## src/rtl/ref_div_pkg.sv

```systemverilog
package ref_div_pkg;

    localparam int unsigned REF_CODE_W  = 3;
    localparam int unsigned REF_CNT_W   = 12;
    localparam int unsigned REF_ENTRIES = 1 << REF_CODE_W;

    typedef logic [REF_CNT_W-1:0]  ref_ratio_t;
    typedef logic [REF_CODE_W-1:0] ref_code_t;

    // Fixed ratio table; index wraps if a wider code is used.
    function automatic ref_ratio_t ref_ratio_decode(input int unsigned idx);
        ref_ratio_t r;
        case (idx % REF_ENTRIES)
            0:       r = ref_ratio_t'(8);
            1:       r = ref_ratio_t'(64);
            2:       r = ref_ratio_t'(128);
            3:       r = ref_ratio_t'(256);
            4:       r = ref_ratio_t'(640);
            5:       r = ref_ratio_t'(1000);
            6:       r = ref_ratio_t'(1024);
            default: r = ref_ratio_t'(2048);
        endcase
        return r;
    endfunction

endpackage

```

## src/rtl/ref_ratio_rom.sv

```systemverilog
module ref_ratio_rom
    import ref_div_pkg::*;
#(
    parameter int unsigned CODE_W = REF_CODE_W,
    parameter int unsigned CNT_W  = REF_CNT_W
) (
    input  logic [CODE_W-1:0] code_i,
    output logic [CNT_W-1:0]  ratio_o,
    output logic [CNT_W-1:0]  reload_o
);
    localparam int unsigned ENTRIES = 1 << CODE_W;

    logic [CNT_W-1:0] table_w [ENTRIES];

    for (genvar gi = 0; gi < ENTRIES; gi++) begin : g_entry
        assign table_w[gi] = CNT_W'(ref_ratio_decode(gi));
    end

    assign ratio_o  = table_w[code_i];
    assign reload_o = ratio_o - CNT_W'(1);

endmodule

```

## src/rtl/ref_down_counter.sv

```systemverilog
module ref_down_counter #(
    parameter int unsigned CNT_W = 12
) (
    input  logic             clk_i,
    input  logic             rst_i,
    input  logic [CNT_W-1:0] reload_i,
    output logic             tc_o
);
    logic [CNT_W-1:0] cnt_q;
    logic             at_zero;

    assign at_zero = (cnt_q == '0);

    always_ff @(posedge clk_i) begin
        if (rst_i || at_zero) begin
            cnt_q <= reload_i;
        end else begin
            cnt_q <= cnt_q - CNT_W'(1);
        end
    end

    assign tc_o = at_zero && !rst_i;

endmodule

```

## src/rtl/ref_pulse_stage.sv

```systemverilog
module ref_pulse_stage #(
    parameter int unsigned CNT_W = 12
) (
    input  logic             clk_i,
    input  logic             rst_i,
    input  logic             tc_i,
    input  logic [CNT_W-1:0] ratio_i,
    output logic             fref_o,
    output logic [CNT_W-1:0] ratio_o
);
    logic             pulse_q;
    logic [CNT_W-1:0] ratio_q;

    always_ff @(posedge clk_i) begin
        if (rst_i) begin
            pulse_q <= 1'b0;
            ratio_q <= ratio_i;
        end else begin
            pulse_q <= tc_i;
            if (tc_i) begin
                ratio_q <= ratio_i;
            end
        end
    end

    assign fref_o  = pulse_q;
    assign ratio_o = ratio_q;

endmodule

```

## src/rtl/ref_code_divider.sv

```systemverilog
module ref_code_divider
    import ref_div_pkg::*;
#(
    parameter int unsigned CODE_W = REF_CODE_W,
    parameter int unsigned CNT_W  = REF_CNT_W
) (
    input  logic              clk_i,
    input  logic              rst_i,
    input  logic [CODE_W-1:0] sel_i,
    output logic              fref_o,
    output logic [CNT_W-1:0]  ratio_o
);
    logic [CNT_W-1:0] rom_ratio;
    logic [CNT_W-1:0] rom_reload;
    logic             term;

    ref_ratio_rom #(.CODE_W(CODE_W), .CNT_W(CNT_W)) u_rom (
        .code_i   (sel_i),
        .ratio_o  (rom_ratio),
        .reload_o (rom_reload)
    );

    ref_down_counter #(.CNT_W(CNT_W)) u_cnt (
        .clk_i    (clk_i),
        .rst_i    (rst_i),
        .reload_i (rom_reload),
        .tc_o     (term)
    );

    ref_pulse_stage #(.CNT_W(CNT_W)) u_out (
        .clk_i   (clk_i),
        .rst_i   (rst_i),
        .tc_i    (term),
        .ratio_i (rom_ratio),
        .fref_o  (fref_o),
        .ratio_o (ratio_o)
    );

endmodule

```

## config.mk

```make
export PLATFORM = sky130hd
export DESIGN_NAME = ref_code_divider
export DESIGN_NICKNAME = d
export VERILOG_FILES = /design/src/rtl/ref_div_pkg.sv /design/src/rtl/ref_ratio_rom.sv /design/src/rtl/ref_down_counter.sv /design/src/rtl/ref_pulse_stage.sv /design/src/rtl/ref_code_divider.sv
export SDC_FILE = /design/constraint.sdc
export NUM_CORES = 1
export LEC_CHECK = 0
export ABC_AREA = 1
export BUFFER_PORTS_ARGS = -buffer_cell sky130_fd_sc_hd__buf_2
export CAP_MARGIN = 20
export CORE_MARGIN = 2
export CORE_UTILIZATION = 45
export CTS_CLUSTER_SIZE = 10
export DETAILED_ROUTE_END_ITERATION = 8
export GPL_TIMING_DRIVEN = 0
export PLACE_DENSITY = 0.71
export SLEW_MARGIN = 15
export SYNTH_ARGS = -nofsm -noshare
export SYNTH_HDL_FRONTEND = slang
export SYNTH_SLANG_ARGS = --single-unit
```

## constraint.sdc

```tcl
create_clock -name clk_i -period 1.9 [get_ports clk_i]
set_clock_uncertainty 0.1 [all_clocks]
set_input_delay 0.19 -clock clk_i [delete_from_list [all_inputs] [get_ports clk_i]]
set_output_delay 0.19 -clock clk_i [all_outputs]
set_load 0.005 [all_outputs]
```

==> impl_metrics.ini, run 1 <==
[outcome]
status = finished clean

[global_route]
grt_use_total = 0.152
grt.overflow.total = 0
wire_length_of_the_first_global_routing_pass_mm = 3.10
number_of_global_route_vias_before_repair = 759
grt_start_max_net_pins = 18
antenna_found_initial = 0

[finish]
post-route-cell-area_sq_mm = 0.00128
nets = 160
antenna-diode-count = 0
post_route_cells_drive_above_1_share = 0.307
syn_to_final_growth_pct = 14.1

[critical_path]
worst_setup_path_end_kind = flip-flop
critical_path.startpoint_type = primary input
worst-endpoint-arrival_ns = 1.84
wp_data_required_ns = 2.01
timing_worst_setup_path_type = primary input to flip-flop
worst-path-max-fanout = 17

[logic_synthesis]
synthesis.area_sq_mm = 0.00112
yosysWarningCount = 0
synth_cell_type_count = 24
sequential_fraction_of_the_synthesis_area = 0.445
synth-seq-cells = 21
netlist_instances = 132
avgSynthCellArea_sq_um = 8.51

[floorplanning]
floorplan.initialDensity = 0.466
ios = 18
fp-row-count = 18
dieWidth_um = 54.0
fp.coreArea_sq_mm = 0.00241
fp.dieArea_sq_mm = 0.00291
floorplan.die.height_um = 54.0

[clock_tree]
cts_root_buf = clkbuf_4
h-tree-depth = 1
cts_buffers = 3
post-cts-setup-buffer-count = 0
worst_skew_pair.late_latency_ns = 0.31
cts.sinks = 21
clk_transition_reported_paths_ns = 0.12
cts_tree = yes
cts_buffer_depth = 2

[placed_design]
placement.cell_area_sq_mm = 0.00124
io_buffers = 13
place.detailed.hpwl_mm = 1.51
place.gp.congestion = 0.707

[drt]
route.final.wire_length_mm = 2.05
vias_per_cell = 4.72
route.detailed.drc = 0
routedWlPerCell_um = 11.2
vias = 863
detailedRoute.firstPassIterationCount = 5
drt_first_iter_violations = 22
drtAntennaViolNets = 0

[power_and_ir_drop]
internal_power_w = 0.000790
power_frac_clock = 0.180
power.share.combinational = 0.328
total_switching_power_w = 0.000441
p_sw_frac = 0.358
p_leak_nw = 0.618
irDropWorstVdd_uv = 444
powerDensity_mw_per_mm2 = 960
power.share.sequential = 0.492

[sta]
final_min_period_over_clock_period = 0.909
max_freq_ghz = 0.579
setup_viol = 0
timing.final.crit_period_ns = 1.73
tns_ns = 0
final_hold_viol_count = 0
finalMaxSlewViolations = 0
setup_repair_after_global_routing_missed_its_margin = no

[min_path]
hold_path_class = primary input to flip-flop

[flow_run]
max_cap_viol_count = 0
[cells by family after synthesis]
group / Yosys count / synth area share
buffers and inverters: 22 / 0.101
other: 1 / 0.00334
flip-flops: 21 / 0.445
XOR/XNOR: 5 / 0.0390
AO/OA/AOI/OAI: 8 / 0.0356
adder cells (fa/ha/maj): 1 / 0.0111
AND/OR/NAND/NOR: 74 / 0.364
[layer usage]
layer | GRT usage | wire length, um | vias to the layer above
met3 | 0.0250 | 81 | 4
met5 | 0 | 0 | -
met4 | 0.100 | 40 | 0
li1 | - | - | 445
met1 | 0.156 | 842 | 397
met2 | 0.283 | 1080 | 17
[critical path, stage by stage]
cell and delay, ns:
dlygate4sd3_1 0.53, buf_2 0.15, clkinvlp_4 0.15, nand2_4 0.07, buf_12 0.15, nand2_2 0.08, nand3_4 0.10, nor2_4 0.18
nand2_1 0.09, nor2_1 0.09, nor2_1 0.04
[repair_timing]
item,4_1_cts,5_1_grt
endpoints found under the hold margin,1,0
hold buffers,1,0
setup endpoints to repair,0,6
gates resized for setup,0,2
[flip-flops by register name, summed over array words and instances (netlist names)]
| signal | count |
|---|---|
| u_out.fref_o | 1 |
| u_cnt.cnt_q | 12 |
| u_out.ratio_o | 8 |
[power groups by stage]
stage | Clock (W) | Sequential [W] | Combinational, W
final | 0.000222 | 0.000605 | 0.000404
after global routing | 0.000234 | 0.000617 | 0.000449
after CTS | 0.000223 | 0.000605 | 0.000395
after detailed placement | 0 | 0.000614 | 0.000391
after global placement | 0 | 0.000610 | 0.000376
after floorplan | 0 | 0.000604 | 0.000323
[area by class of cell]
cell class                 count  area, sq um
multi-input combinational     92          524
timing repair buffer          14         75.1
inverter                      17         67.6
clock buffer                   3         22.5
tap                           30         37.5
sequential                    21          500
buffer                         5         50.0
fill                         226         1130
clock inverter                 1         5.00
[final timing paths]
kind / slack [ns] / to / start / depth (start not counted)
setup / recovery: 0.17 / u_cnt.cnt_q[11]$_DFF_P_ / rst_i / 11
setup reg to reg: 0.18 / u_cnt.cnt_q[11]$_DFF_P_ / u_cnt.cnt_q[5]$_DFF_P_ / 11
hold reg to reg: 0.36 / u_cnt.cnt_q[0]$_DFF_P_ / u_cnt.cnt_q[0]$_DFF_P_ / 1
hold / removal: 0.12 / u_out.ratio_o[9]$_DFFE_PP_ / sel_i[1] / 2
[cells in the mapped netlist]
cell type / number / area share
nand2_4: 4 / 0.040
nand3_2: 1 / 0.0089
dfxtp_1: 13 / 0.23
nor2_2: 3 / 0.017
conb_1: 1 / 0.0033
and2_4: 1 / 0.0078
inv_2: 2 / 0.0067
nor2_4: 5 / 0.050
nand3_1: 11 / 0.049
edfxtp_1: 8 / 0.21
nor2_1: 12 / 0.040
nand2_2: 6 / 0.033
buf_4: 4 / 0.027
o21ai_1: 1 / 0.0045
nand3_4: 1 / 0.016
a21oi_1: 1 / 0.0045
xor2_1: 1 / 0.0078
xnor2_1: 4 / 0.031
inv_1: 15 / 0.050
nand4_1: 1 / 0.0056
buf_12: 1 / 0.018
ha_1: 1 / 0.011
nand2_1: 29 / 0.097
o21ai_0: 6 / 0.027
[cell usage in the layout (no fill, tap or decap), drive strengths merged]
cell type and n:
and2 1, buf 18, clkinvlp 1, nor2 20, dlygate4sd3 1, conb 4, o21ai 7, nand2 39
nand3 13, xor2 1, a21oi 1, clkbuf 3, ha 1, dfxtp 13, clkinv 1, nand4 1
xnor2 4, edfxtp 8, inv 16
[metrics by stage]
stage	instances	hold WS, ns	utilization	setup WS [ns]	power, W
3_5_place_dp	178	0.293	0.513	0.119	0.00101
6_report	183	0.122	0.532	0.173	0.00123
4_1_cts	183	0.119	0.529	0.0806	0.00122
5_1_grt	183	0.126	0.532	0.0223	0.00130
3_3_place_gp	178	0.288	0.513	0.144	0.000986
2_1_floorplan	135	0.162	-	0.300	0.000927
Note: power is estimated with default switching activity, not from simulation.
==> run 2, diff against run 1 <==
--- a/config.mk
+++ b/config.mk
@@ -5,7 +5,6 @@
 export SDC_FILE = /design/constraint.sdc
 export NUM_CORES = 1
 export LEC_CHECK = 0
-export ABC_AREA = 1
 export BUFFER_PORTS_ARGS = -buffer_cell sky130_fd_sc_hd__buf_2
 export CAP_MARGIN = 20
 export CORE_MARGIN = 2
==> run 2 against run 1 <==
  * Clock power shrank 2%
  * Sequential cell count is the same
  * Largest power group unchanged
  * Combinational power shrank 49%
  * Core utilization grew 3.0 points
==> impl_metrics.ini, run 2 <==
[outcome]
status = finished clean

[finish]
largest_register = u_cnt.cnt_q
nets = 141
antenna-diode-count = 0
syn_to_final_growth_pct = 15.8
largest_register_ff_count = 12
layout.cells.most_common_list = nand2_1 (11), buf_2 (11), dfxtp_1 (11), nor2_1 (10)
number_of_inserted_filler_cells_in_the_final_layout = 216
post_layout_nonfiller_instances = 162
post_route_cells_drive_above_1_share = 0.269

[critical_path]
worst-endpoint-arrival_ns = 1.95
cp_common_cell = nor3_2
worst_path_largest_cell_delay_ns = 0.41
path_delay_family = compound AO/OA/AOI/OAI gates
critical_path.startpoint_type = flip-flop
worst-path-max-fanout = 15
path_buf_inv = 2
critPathSlowestCell = dfxtp_1
worst_setup_path_end_kind = flip-flop
rr_worst_depth = 7
worst_r2r_endpoint = u_cnt.cnt_q[11]$_DFF_P_
timing_worst_setup_path_type = flip-flop to flip-flop
wp_data_required_ns = 2.01
critical_path.reg2reg.startpoint = u_cnt.cnt_q[0]$_DFF_P_
setup.reg_to_reg.worst_slack_ns = 0.07
crit_path_cell_trace = nor4_4 > buf_4 > a41oi_4 > inv_4 > a22o_4 > nor3_2 > nor3_2

[logic_synthesis]
post_synth_most_frequent_cells = dfxtp_1 (13), nand2_1 (11), nor2_1 (10), edfxtp_1 (8), nor3_1 (6)
synth-seq-cells = 21
cell_types_with_the_largest_area_share_after_synthesis = dfxtp_1 (24%), edfxtp_1 (22%), xor2_1 (4.0%)
synth_cell_type_count = 40
postSynth.topFlopCell = dfxtp_1
yosysWarningCount = 0
fraction_of_registers_with_async_set_reset = 0
synthesis.area_sq_mm = 0.00109
area_share_of_the_largest_cell_type_after_synthesis = 0.238
netlist_instances = 112
avgSynthCellArea_sq_um = 9.78
biggest_area_consumer_among_synthesized_cells = dfxtp_1
synth_enable_flop_cells = 8
sequential_fraction_of_the_synthesis_area = 0.457
synthMostInstantiatedCell = dfxtp_1

[power_and_ir_drop]
internal_power_w = 0.000700
power.share.sequential = 0.580
power.share.combinational = 0.205
total_switching_power_w = 0.000312
p_leak_nw = 0.516
powerDensity_mw_per_mm2 = 798
power_frac_clock = 0.215
p_sw_frac = 0.309
power.total_w = 0.00101
irDropWorstVdd_uv = 569

[drt]
drtAntennaViolNets = 0
vias_per_cell = 5.32
vias = 862
routedWlPerCell_um = 12.3
detailedRoute.firstPassIterationCount = 4
route.final.wire_length_mm = 2.00
drt_first_iter_violations = 6
route.detailed.drc = 0

[floorplanning]
fp.coreArea_sq_mm = 0.00225
ios = 18
fp.dieArea_sq_mm = 0.00284
floorplan.initialDensity = 0.486
floorplan.die.height_um = 53.3
dieWidth_um = 53.3
fp-row-count = 17

[clock_tree]
cts_buffer_depth = 2
clk_transition_reported_paths_ns = 0.12
h-tree-depth = 1
cts_root_buf = clkbuf_4
cts_buffers = 3
worst_skew_pair.late_latency_ns = 0.31
cts.sinks = 21
cts_tree = yes
ctsHoldBuffers = 0

[min_path]
sink_of_the_worst_hold_path = u_out.ratio_o[8]$_DFFE_PP_
hold_path_class = primary input to flip-flop
worst_hold_path_stage_count = 2
hold_start = sel_i[0]

[global_route]
antenna_found_initial = 0
grt_use_total = 0.158
wire_length_of_the_first_global_routing_pass_mm = 3.22
grt.overflow.total = 0
number_of_global_route_vias_before_repair = 743
grt_start_max_net_pins = 16

[sta]
slew-limit-headroom = 0.628
worst_hold_slack_ns = 0.128
worst_pin_slew_ns = 0.555
finalMaxSlewViolations = 0
setup_viol = 0
final_hold_viol_count = 0
max_freq_ghz = 0.546
final_min_period_over_clock_period = 0.964
timing.final.crit_period_ns = 1.83

[flow_run]
max_cap_viol_count = 0

[placed_design]
post_placement_cell_count = 154
place.detailed.hpwl_mm = 1.45
io_buffers = 11
place.gp.congestion = 0.826
==> run 2: cell types whose count changed after synthesis, sizes merged, moves of 3 or more <==
cell    previous run  this run
clkbuf             0         3
inv               17         4
nand2             39        11
nand3             13         3
nor2              20        10
nor2b              0         4
nor3               0         9
o211ai             0         5
o21ai              7         2
xnor2              4         1
xor2               1         5
==> run 2: power groups by stage <==
stage / Clock (W) / Combinational, W / Sequential (W)
after CTS: 0.000218 / 0.000201 / 0.000581
after global routing: 0.000241 / 0.000236 / 0.000594
after global placement: 0 / 0.000195 / 0.000587
final: 0.000218 / 0.000207 / 0.000587
after floorplan: 0 / 0.000153 / 0.000582
after detailed placement: 0 / 0.000199 / 0.000589
==> run 2: worst reg2reg max path, cell delays in order, from the launching register on <==
cell and delay (ns):
dfxtp_1 0.41, nor4_4 0.06, buf_4 0.16, a41oi_4 0.35
inv_4 0.16, a22o_4 0.25, nor3_2 0.19, nor3_2 0.06
==> run 2: cell type report <==
type                       instances  area (sq um)  share of cell area
tap                               28          35.0              0.0276
sequential                        21           503               0.397
buffer                             7          41.3              0.0326
timing repair buffer              15          85.1              0.0671
multi-input combinational         82           554               0.437
inverter                           5          21.3              0.0168
clock inverter                     1          5.00             0.00395
clock buffer                       3          22.5              0.0178
==> run 2: how the worst max path moves through the flow <==
stage          slack [ns]                      end  cells past startpoint                   start
6_report             0.07  u_cnt.cnt_q[11]$_DFF_P_                      7  u_cnt.cnt_q[0]$_DFF_P_
5_1_grt           -0.0005  u_cnt.cnt_q[11]$_DFF_P_                      7  u_cnt.cnt_q[0]$_DFF_P_
4_1_cts             0.007   u_cnt.cnt_q[7]$_DFF_P_                      5  u_cnt.cnt_q[1]$_DFF_P_
3_5_place_dp        -0.04   u_cnt.cnt_q[8]$_DFF_P_                      8                   rst_i
3_3_place_gp        -0.01   u_cnt.cnt_q[8]$_DFF_P_                      8                   rst_i
2_1_floorplan        0.23   u_cnt.cnt_q[7]$_DFF_P_                      5  u_cnt.cnt_q[1]$_DFF_P_
==> run 2: through the flow <==
step	setup TNS, ns	utilization	setup WS (ns)	area (sq um)
finish	0	0.562	0.0679	1270
detailed placement	-0.0525	0.531	-0.0434	1200
global placement	-0.00973	0.531	-0.00973	1200
CTS	0	0.545	0.00742	1230
floorplan	0	-	0.225	1110
global route	-0.000543	0.562	-0.000543	1270
==> run 2: what timing repair did <==
item,in CTS,in global routing
resized for setup,1,3
pin swaps,0,2
setup buffers,0,4
endpoints found under the setup margin,1,2
==> run 2: cells by family after synthesis <==
group,after synthesis,share of synthesized area
multiplexers,1,0.00914
AND/OR/NAND/NOR,47,0.237
AO/OA/AOI/OAI,23,0.177
other,1,0.00343
XOR/XNOR,6,0.0480
buffers and inverters,12,0.0571
adder cells (fa/ha/maj),1,0.0114
flip-flops,21,0.457
==> run 2: per-layer routing <==
layer	routed length [um]	vias to the layer above	track usage
li1	-	443	-
met1	836	391	0.191
met2	1000	23	0.272
met3	125	5	0.0282
met4	31	0	0.0641
met5	0	-	0
